<file path="src/rtl/clkgate_pkg.sv">
package clkgate_pkg;

  typedef enum logic [2:0] {
    RX_IDLE,
    RX_ADDR,
    RX_CMD,
    RX_COUNT,
    RX_DATA,
    RX_SKIP
  } rx_state_e;

endpackage

</file>
<file path="src/rtl/smb_line_sync.sv">
module smb_line_sync #(
  parameter int STAGES = 2
) (
  input  logic clk,
  input  logic rst,
  input  logic scl_i,
  input  logic sda_i,
  output logic sda_s_o,
  output logic scl_rise_o,
  output logic scl_fall_o,
  output logic start_o,
  output logic stop_o
);

  logic [STAGES-1:0] scl_sh, sda_sh;
  logic              scl_prev, sda_prev;
  logic              scl_s, sda_s;

  assign scl_s = scl_sh[STAGES-1];
  assign sda_s = sda_sh[STAGES-1];

  // Idle bus level is high, so the chains reset to ones.
  always_ff @(posedge clk) begin
    if (rst) begin
      scl_sh   <= '1;
      sda_sh   <= '1;
      scl_prev <= 1'b1;
      sda_prev <= 1'b1;
    end else begin
      scl_sh   <= {scl_sh[STAGES-2:0], scl_i};
      sda_sh   <= {sda_sh[STAGES-2:0], sda_i};
      scl_prev <= scl_s;
      sda_prev <= sda_s;
    end
  end

  assign sda_s_o    = sda_s;
  assign scl_rise_o = scl_s & ~scl_prev;
  assign scl_fall_o = ~scl_s & scl_prev;
  // Data edges while the clock stays high frame a transaction.
  assign start_o    = scl_s & scl_prev & sda_prev & ~sda_s;
  assign stop_o     = scl_s & scl_prev & ~sda_prev & sda_s;

endmodule

</file>
<file path="src/rtl/smb_byte_rx.sv">
module smb_byte_rx
  import clkgate_pkg::*;
#(
  parameter logic [6:0] SLAVE_ADDR = 7'h69,
  parameter int         NBYTES     = 8,
  localparam int        AW         = $clog2(NBYTES),
  localparam int        CW         = $clog2(NBYTES + 1)
) (
  input  logic          clk,
  input  logic          rst,
  input  logic          sda_s,
  input  logic          scl_rise,
  input  logic          scl_fall,
  input  logic          start_det,
  input  logic          stop_det,
  output logic          sda_pull_o,
  output logic          wr_en_o,
  output logic [AW-1:0] wr_idx_o,
  output logic [7:0]    wr_data_o
);

  localparam logic [CW-1:0] LAST_POS = CW'(NBYTES);

  rx_state_e      state;
  logic [3:0]     bitcnt;
  logic [6:0]     shreg;
  logic           ack_pend;
  logic [CW-1:0]  pos;
  logic [7:0]     rx_byte;

  assign rx_byte = {shreg, sda_s};

  always_ff @(posedge clk) begin
    if (rst) begin
      state      <= RX_IDLE;
      bitcnt     <= '0;
      shreg      <= '0;
      ack_pend   <= 1'b0;
      sda_pull_o <= 1'b0;
      pos        <= '0;
      wr_en_o    <= 1'b0;
      wr_idx_o   <= '0;
      wr_data_o  <= '0;
    end else begin
      wr_en_o <= 1'b0;
      if (start_det) begin
        state      <= RX_ADDR;
        bitcnt     <= '0;
        ack_pend   <= 1'b0;
        sda_pull_o <= 1'b0;
      end else if (stop_det) begin
        state      <= RX_IDLE;
        bitcnt     <= '0;
        ack_pend   <= 1'b0;
        sda_pull_o <= 1'b0;
      end else if (state != RX_IDLE && state != RX_SKIP) begin
        if (scl_rise) begin
          if (bitcnt < 4'd8) begin
            shreg  <= rx_byte[6:0];
            bitcnt <= bitcnt + 4'd1;
            if (bitcnt == 4'd7) begin
              ack_pend <= 1'b1;
              case (state)
                RX_ADDR: begin
                  if (rx_byte == {SLAVE_ADDR, 1'b0}) begin
                    state <= RX_CMD;
                  end else begin
                    state    <= RX_SKIP;
                    ack_pend <= 1'b0;
                  end
                end
                RX_CMD:   state <= RX_COUNT;
                RX_COUNT: begin
                  state <= RX_DATA;
                  pos   <= '0;
                end
                RX_DATA: begin
                  if (pos < LAST_POS) begin
                    wr_en_o   <= 1'b1;
                    wr_idx_o  <= pos[AW-1:0];
                    wr_data_o <= rx_byte;
                    pos       <= pos + 1'b1;
                  end
                end
                default: ;
              endcase
            end
          end else if (bitcnt == 4'd8) begin
            bitcnt <= 4'd9;
          end
        end else if (scl_fall) begin
          if (bitcnt == 4'd8 && ack_pend) begin
            sda_pull_o <= 1'b1;
          end else if (bitcnt == 4'd9) begin
            sda_pull_o <= 1'b0;
            bitcnt     <= '0;
            ack_pend   <= 1'b0;
          end
        end
      end
    end
  end

endmodule

</file>
<file path="src/rtl/clkgate_en_regs.sv">
module clkgate_en_regs #(
  parameter int  NBYTES   = 8,
  parameter int  FB_BYTE  = 6,
  parameter int  LO_BYTE  = 7,
  parameter int  HI_PAIRS = 4,
  localparam int AW       = $clog2(NBYTES),
  localparam int NEN      = 8 + HI_PAIRS + 1
) (
  input  logic           clk,
  input  logic           rst,
  input  logic           wr_en,
  input  logic [AW-1:0]  wr_idx,
  input  logic [7:0]     wr_data,
  input  logic           ref_i,
  output logic [NEN-1:0] en_act_o
);

  // Only the two positions that reach the outputs are kept; the
  // rest are accepted on the bus and dropped.
  logic [HI_PAIRS:0] fb_byte_q;
  logic [7:0]        lo_byte_q;
  logic [NEN-1:0]    en_shadow;

  always_ff @(posedge clk) begin
    if (rst) begin
      fb_byte_q <= '1;
      lo_byte_q <= '1;
    end else if (wr_en) begin
      if (wr_idx == AW'(FB_BYTE)) fb_byte_q <= wr_data[HI_PAIRS:0];
      if (wr_idx == AW'(LO_BYTE)) lo_byte_q <= wr_data;
    end
  end

  assign en_shadow = {fb_byte_q, lo_byte_q};

  // Hand over to the output stage only during the low phase.
  always_ff @(posedge clk) begin
    if (rst)         en_act_o <= '1;
    else if (!ref_i) en_act_o <= en_shadow;
  end

endmodule

</file>
<file path="src/rtl/clkgate_out_drv.sv">
module clkgate_out_drv #(
  parameter int NPAIRS = 12,
  parameter int NSDR   = 6
) (
  input  logic              clk,
  input  logic              rst,
  input  logic              ref_i,
  input  logic              pwr_dn_n_i,
  input  logic              mode_ddr_i,
  input  logic [NPAIRS:0]   en_i,
  output logic [NPAIRS-1:0] clk_t_o,
  output logic [NPAIRS-1:0] clk_c_o,
  output logic              clk_fb_o
);

  for (genvar gp = 0; gp < NPAIRS; gp++) begin : g_pair
    logic c_next;
    if (gp < NSDR) begin : g_dual
      assign c_next = mode_ddr_i ? ~ref_i : ref_i;
    end else begin : g_diff
      assign c_next = ~ref_i;
    end

    always_ff @(posedge clk) begin
      if (rst || !pwr_dn_n_i || !en_i[gp]) begin
        clk_t_o[gp] <= 1'b0;
        clk_c_o[gp] <= 1'b0;
      end else begin
        clk_t_o[gp] <= ref_i;
        clk_c_o[gp] <= c_next;
      end
    end
  end

  always_ff @(posedge clk) begin
    if (rst || !pwr_dn_n_i || !en_i[NPAIRS]) clk_fb_o <= 1'b0;
    else                                     clk_fb_o <= ref_i;
  end

endmodule

</file>
<file path="src/rtl/clkgate_smbus_ctrl.sv">
module clkgate_smbus_ctrl #(
  parameter logic [6:0] SLAVE_ADDR  = 7'h69,
  parameter int         NBYTES      = 8,
  parameter int         FB_BYTE     = 6,
  parameter int         LO_BYTE     = 7,
  parameter int         HI_PAIRS    = 4,
  parameter int         NSDR        = 6,
  parameter int         SYNC_STAGES = 2,
  localparam int        NPAIRS      = 8 + HI_PAIRS
) (
  input  logic              clk,
  input  logic              rst,
  input  logic              scl_i,
  input  logic              sda_i,
  output logic              sda_pull_o,
  input  logic              ref_i,
  input  logic              pwr_dn_n_i,
  input  logic              mode_ddr_i,
  output logic [NPAIRS-1:0] clk_t_o,
  output logic [NPAIRS-1:0] clk_c_o,
  output logic              clk_fb_o
);

  localparam int AW = $clog2(NBYTES);

  logic          sda_s, scl_rise, scl_fall, start_det, stop_det;
  logic          wr_en;
  logic [AW-1:0] wr_idx;
  logic [7:0]    wr_data;
  logic [NPAIRS:0] en_act;

  smb_line_sync #(.STAGES(SYNC_STAGES)) u_sync (
    .clk        (clk),
    .rst        (rst),
    .scl_i      (scl_i),
    .sda_i      (sda_i),
    .sda_s_o    (sda_s),
    .scl_rise_o (scl_rise),
    .scl_fall_o (scl_fall),
    .start_o    (start_det),
    .stop_o     (stop_det)
  );

  smb_byte_rx #(.SLAVE_ADDR(SLAVE_ADDR), .NBYTES(NBYTES)) u_rx (
    .clk        (clk),
    .rst        (rst),
    .sda_s      (sda_s),
    .scl_rise   (scl_rise),
    .scl_fall   (scl_fall),
    .start_det  (start_det),
    .stop_det   (stop_det),
    .sda_pull_o (sda_pull_o),
    .wr_en_o    (wr_en),
    .wr_idx_o   (wr_idx),
    .wr_data_o  (wr_data)
  );

  clkgate_en_regs #(
    .NBYTES(NBYTES), .FB_BYTE(FB_BYTE), .LO_BYTE(LO_BYTE), .HI_PAIRS(HI_PAIRS)
  ) u_regs (
    .clk      (clk),
    .rst      (rst),
    .wr_en    (wr_en),
    .wr_idx   (wr_idx),
    .wr_data  (wr_data),
    .ref_i    (ref_i),
    .en_act_o (en_act)
  );

  clkgate_out_drv #(.NPAIRS(NPAIRS), .NSDR(NSDR)) u_drv (
    .clk        (clk),
    .rst        (rst),
    .ref_i      (ref_i),
    .pwr_dn_n_i (pwr_dn_n_i),
    .mode_ddr_i (mode_ddr_i),
    .en_i       (en_act),
    .clk_t_o    (clk_t_o),
    .clk_c_o    (clk_c_o),
    .clk_fb_o   (clk_fb_o)
  );

endmodule

</file>
<file path="config.mk">
export PLATFORM = sky130hd
export DESIGN_NAME = clkgate_smbus_ctrl
export DESIGN_NICKNAME = d
export VERILOG_FILES = /design/src/rtl/clkgate_pkg.sv /design/src/rtl/smb_line_sync.sv /design/src/rtl/smb_byte_rx.sv /design/src/rtl/clkgate_en_regs.sv /design/src/rtl/clkgate_out_drv.sv /design/src/rtl/clkgate_smbus_ctrl.sv
export SDC_FILE = /design/constraint.sdc
export NUM_CORES = 1
export LEC_CHECK = 0
export BUFFER_PORTS_ARGS = -buffer_cell sky130_fd_sc_hd__buf_2
export CAP_MARGIN = 20
export CORE_MARGIN = 2
export CORE_UTILIZATION = 63
export DETAILED_ROUTE_END_ITERATION = 10
export HOLD_SLACK_MARGIN = 0.12
export PLACE_DENSITY = 0.84
export REMOVE_ABC_BUFFERS = 1
export SETUP_SLACK_MARGIN = 0.02
export SLEW_MARGIN = 10
export SYNTH_ARGS = -nofsm -noshare
export SYNTH_HDL_FRONTEND = slang
export SYNTH_HIERARCHICAL = 1
export SYNTH_SLANG_ARGS = --single-unit
</file>
<file path="constraint.sdc">
create_clock -name clk -period 3.61 [get_ports clk]
set_input_delay 0 -clock clk [delete_from_list [all_inputs] [get_ports clk]]
set_output_delay 0 -clock clk [all_outputs]
set_load 0.1 [all_outputs]
</file>
== Word level (Yosys, flattened, before mapping) ==
Index checks and enable logic that the tools add are counted.

* Flip-flop bits (word level): 89
* Bits of input ports: 7
* Logic and storage cells: 161
* Output and inout port bits: 26

* Mux-type cells: 27
* Eq/ne operators: 16
* Reduce and logical (&&, ||, !) cells: 53
* Bitwise logic cells: 19
* $add $sub $neg: 2
* Order comparisons: 2

{| class="wikitable"
|+ Operator list
! cell !! count
|-
| two-way mux 4 bit || 7
|-
| AND reduction 5 bit || 4
|-
| nonzero test 3 bit || 6
|-
| two-way mux 1 bit || 17
|-
| AND reduction 8 bit || 2
|-
| logical NOT 1 bit || 14
|-
| logical OR 1 bit || 14
|-
| NOT 1 bit || 12
|-
| == test 3 bit (second input constant) || 3
|-
| case mux 3 bit (3 select lines) || 1
|-
| adder 4 x 1 -> 4 bit (second input constant) || 2
|-
| == test 4 bit (second input constant) || 2
|-
| == test 8 bit (second input constant) || 1
|-
| < comparator 4 bit (second input constant) || 2
|-
| case mux 4 bit (2 select lines) || 1
|-
| nonzero test 2 bit || 4
|-
| OR reduction 8 bit || 1
|-
| AND 1 bit || 7
|-
| == test 3 x 2 -> 1 bit (second input constant) || 2
|-
| != test 2 x 1 -> 1 bit (second input constant) || 3
|-
| AND reduction 6 bit || 1
|-
| nonzero test 5 bit || 1
|-
| == test 4 x 3 -> 1 bit (second input constant) || 1
|-
| AND reduction 2 bit || 2
|-
| other kinds (8) || 9
|}

== Longest topological paths before layout ==
* Word-level depth: 9
* Gate-level depth with buffers: 6
* Gate-level depth less buffers: 6

== Modules after synthesis ==
Netlist, hierarchy kept.

{| class="wikitable"
|+ By module, submodules not included
! module !! sequential area each (um2) !! times used !! cells each !! area each (um2)
|-
| smb_byte_rx || 640.6 || 1 || 174 || 1,589.0
|-
| clkgate_en_regs || 520.5 || 1 || 94 || 1,008.5
|-
| clkgate_out_drv || 500.5 || 1 || 54 || 765.7
|-
| smb_line_sync || 120.1 || 1 || 16 || 190.2
|}

== Worst setup path after synthesis ==
Ideal clock, no wire load.

* Path kind: register to register
* From: reg u_sync.scl_sh[1]
* To: reg u_rx.wr_data_o[0]
* Setup time: 0.141 ns
* Required time: 3.469 ns
* Buffers on the path: 1
* Stages on the path, launching flop included: 7
* Arrival: 1.400 ns
* Setup slack: 2.069 ns
* Clock period less this slack: 1.541 ns
* Cell sequence: dfxtp_1 -> nor2b_1 -> and4b_1 -> nand3_1 -> buf_2 -> nand2_1 -> a21oi_2

* Elaborated cells on any way between the ends: 9
* Classes of those cells: 8 x bitwise; 1 x reduce/logical

{| class="wikitable"
|+ RTL lines
! element !! RTL line !! source
|-
| from (decl) || smb_line_sync.sv:15 || <nowiki>logic [STAGES-1:0] scl_sh, sda_sh;</nowiki>
|-
| from (signal assigned) || smb_line_sync.sv:30 || <nowiki>scl_sh <= {scl_sh[STAGES-2:0], scl_i};</nowiki>
|-
| AND 1 bit || smb_line_sync.sv:38 || <nowiki>assign scl_rise_o = scl_s & ~scl_prev;</nowiki>
|-
| net scl_rise || clkgate_smbus_ctrl.sv:26 || <nowiki>logic sda_s, scl_rise, scl_fall, start_det, stop_det;</nowiki>
|-
| AND reduction 8 bit (no line) || n/a ||
|-
| to (signal assigned) || smb_byte_rx.sv:81 || <nowiki>wr_data_o <= rx_byte;</nowiki>
|-
| to (decl) || smb_byte_rx.sv:19 || <nowiki>output logic [7:0] wr_data_o</nowiki>
|}

The timed path passes the listed nets, and every way through them passes these cells.
A chain may end at the register's enable or synchronous reset.

== Final worst setup path ==
* From: reg u_sync.scl_sh[1]
* To: reg u_rx.wr_data_o[1]

The elaborated chain is that of the path after synthesis.

==> qor.csv <==
stage;metric;value;unit
sta;final_hold_viol_count;0;
final_layout;fin_util;72.2;%
synthesis;ys_ff_latch;89;
final_layout;areaGrowthSynthToFinish;11.1;%
clock_network;clockRootBuffer;clkbuf_8;
final_layout;regArea;1780;um^2
worst_setup_path;worstReg2RegEnd;u_rx/wr_data_o[1];
worst_setup_path;ff2ff_path_depth;5;
clock_network;cts_sinks;89;
synthesis;synth-edff-count;0;
synthesis;synthesis.area;3550;um^2
worst_setup_path;crit_chain;nor2b_1 > and4b_1 > nand3_1 > nand2_1 > a21oi_2;
sta;clock-skew-final;8.00;ps
clock_network;clockBufferDepth;2;
worst_setup_path;r2r-start;u_sync/scl_sh[1];
worst_setup_path;crit_cells;5;
synthesis;synthCells;338;
sta;max_freq;521;MHz
sta;slew_headroom;53.5;%
synthesis;synth_top_area_share;50.1;%
routing;wl;6230;um
worst_setup_path;crit_type;reg2reg;
sta;finalSetupTns;0;ps
global_route;met3_usage;4.66;%
worst_setup_path;cp.buffers_inverters;0;
global_route;grt_busiest_layer;met2;
sta;maxSlewViolCount;0;
synthesis;synthArstFlopShare;0;%
power_and_ir_drop;ir_drop;256;uV
synthesis;synth_ff_type;dfxtp_1;
clock_network;path_clk_slew;90;ps
sta;fin_crit_sh;53.2;%
floorplanning;core;5470;um^2
clock_network;clk_latency;350;ps
power_and_ir_drop;p_per_area;488;nW/um^2
routing;drc_errors;0;
final_layout;n_fill_cell;412;
synthesis;yosysWarnings;6;
routing;drtIter0Drc;127;
worst_setup_path;startpoint_type;register;
global_route;grtUsageMet1;23.3;%
worst_setup_path;end_kind;register;
clock_network;htree_levels;3;
worst_setup_path;crit_path_end;u_rx/wr_data_o[1];
synthesis;ys_types;59;
clock_network;cts_buffers;9;
routing;post_drt_wl_per_cell;13.9;um
global_route;grt_max_degree;44;
place;gp_congestion;0.837;
worst_setup_path;cpPeakStageDelay;410;ps
routing;detail-route-antenna-nets;0;
routing;routed_via_density;5.63;
synthesis;seq_area_frac_synth;50.1;%
final_layout;nNetsFinal;382;
routing;vias;2517;
place;io_buffers;32;
sta;worst_pin_slew;693;ps
power_and_ir_drop;power_leakage;1.73;nW
synthesis;synthTopCellsByArea;dfxtp_1 (50%), mux2i_1 (6.8%), nor2_1 (3.9%);
final_layout;diodes;0;
global_route;overflow;0;
outcome;status;complete, no violations;
floorplanning;die_h;79.1;um
global_route;grtUsageTotal;20.7;%
worst_setup_path;critPathSlowestCell;nor2b_1;
global_route;met2_usage;36.9;%
routing;drtPass1Iterations;4;
synthesis;syn_area_per_cell;10.5;um^2
final_layout;final_layout_size_suffix_gt1_share;24.8;%
worst_hold_path;hold_path_class;in2reg;
clock_network;postCtsSetupBuffers;0;
worst_setup_path;critPathMaxFanout;13;
floorplanning;die_width;79.1;um
final_layout;most-common-layout-cells;dfxtp_1 (89), nor2_1 (37), buf_2 (32);
final_layout;layout_commonest_cell;dfxtp_1;
final_layout;multiInputGateArea;1630;um^2
sta;rsz0062_at_grt;false;
global_route;grt_pass1_vias;2289;
worst_setup_path;critPathTopFamily;simple AND/OR/NAND/NOR gates;
worst_setup_path;cp.arrival;2140;ps
place;hpwl;4190;um
power_and_ir_drop;total_power;1.93;mW
floorplanning;io_pins;33;
clock_network;cts_tree;done;
worst_setup_path;cp-startpoint;u_sync/scl_sh[1];
sta;setup_violations;0;
floorplanning;row_count;27;
global_route;antenna_found_initial;0;
worst_setup_path;worstPathRequired;3830;ps
floorplanning;dieArea;6260;um^2
worst_setup_path;r2r_slack;1690;ps
sta;period_needed;1920;ps
run;max-cap-violations;0;
floorplanning;floorplan.initialDensity;64.9;%
synthesis;yosysTopAreaCell;dfxtp_1;
global_route;grt_pass1_wl;10200;um
[metal layers]
layer,vias to the layer above,wire (um),part of all wire (%)
li1,1246,-,-
met1,1195,2650,43
met2,65,3170,51
met3,11,255,4.1
met4,0,146,2.3
met5,-,0,0
[cell usage after synthesis (4+ instances only)]
master / instances
dfxtp_1: 89
nor2_1: 37
nand2_1: 25
mux2i_1: 24
a211o_1: 15
nor2b_1: 13
a21oi_2: 10
and2_4: 10
buf_2: 8
a21oi_1: 6
and2_1: 6
and4bb_2: 6
inv_1: 6
or2_1: 6
nand3_1: 5
ha_1: 4
o21ai_0: 4
[power breakdown]
| group | internal [mW] | switching (mW) | total [mW] |
|---|---|---|---|
| logic | 0.0433 | 0.135 | 0.178 |
| registers | 1.00 | 0.0108 | 1.01 |
| clock network | 0.390 | 0.344 | 0.734 |
[worst register-to-register path: stages, from the launching register on]
cell	delay [ps]
dfxtp_1	380
nor2b_1	410
and4b_1	330
nand3_1	380
nand2_1	230
a21oi_2	70
[how the worst min path moves through the flow]
stage | startpoint | end | slack (ps) | depth (start not counted)
final | ref_i | u_regs/en_act_o[12] | 200 | 3
after global routing | mode_ddr_i | u_drv/clk_c_o[0] | 220 | 3
after CTS | ref_i | u_regs/en_act_o[9] | 190 | 3
after detailed placement | scl_i | u_sync/scl_sh[0] | 180 | 2
after global placement | sda_i | u_sync/sda_sh[0] | 180 | 2
after floorplan | rst | u_rx/wr_data_o[0] | 60 | 1
[registers in the layout, summed over array words and instances (netlist names), 2 cells and up]
| signal | flops |
|---|---|
| u_drv/clk_t_o | 12 |
| u_rx/state | 3 |
| u_sync/scl_sh | 2 |
| u_regs/fb_byte_q | 5 |
| u_regs/en_act_o | 13 |
| u_rx/shreg | 7 |
| u_rx/wr_idx_o | 3 |
| u_regs/lo_byte_q | 8 |
| u_rx/pos | 4 |
| u_sync/sda_sh | 2 |
| u_rx/bitcnt | 4 |
| u_drv/clk_c_o | 12 |
| u_rx/wr_data_o | 8 |
[logic make-up (layout without fill, tap and decap cells)]
group,Yosys count,count (layout),synth area share [%]
AO/OA/AOI/OAI,51,51,11.4
AND/OR/NAND/NOR,147,147,25.8
flip-flops,89,89,50.1
adder cells (fa/ha/maj),4,4,1.41
buffers and inverters,21,58,3.91
XOR/XNOR,2,2,0.493
multiplexers,24,24,6.76
[repair_timing]
item                       4_1_cts  5_1_grt
hold endpoints to repair        10        0
hold buffers                     4        0
setup endpoints to repair        0        0
gates resized for setup          0        0
[cell type report]
class                   instances  area share, %
inverters                       6          0.570
well taps                      72           2.28
clock buffers                   9           3.14
flip-flops and latches         89           45.1
clock inverters                 6           2.28
repair buffers                 37           5.26
multi-input cells             228           41.3
[metrics by stage]
stage	instances	area, um^2	hold slack (ps)	setup WS, ps
3_3_place_gp	428	3690	179	1780
2_1_floorplan	323	3440	62.4	2040
4_1_cts	447	3950	191	1670
5_1_grt	447	3950	217	1480
3_5_place_dp	428	3690	182	1690
6_report	447	3950	200	1690
Power figures use the tool's default switching activity.
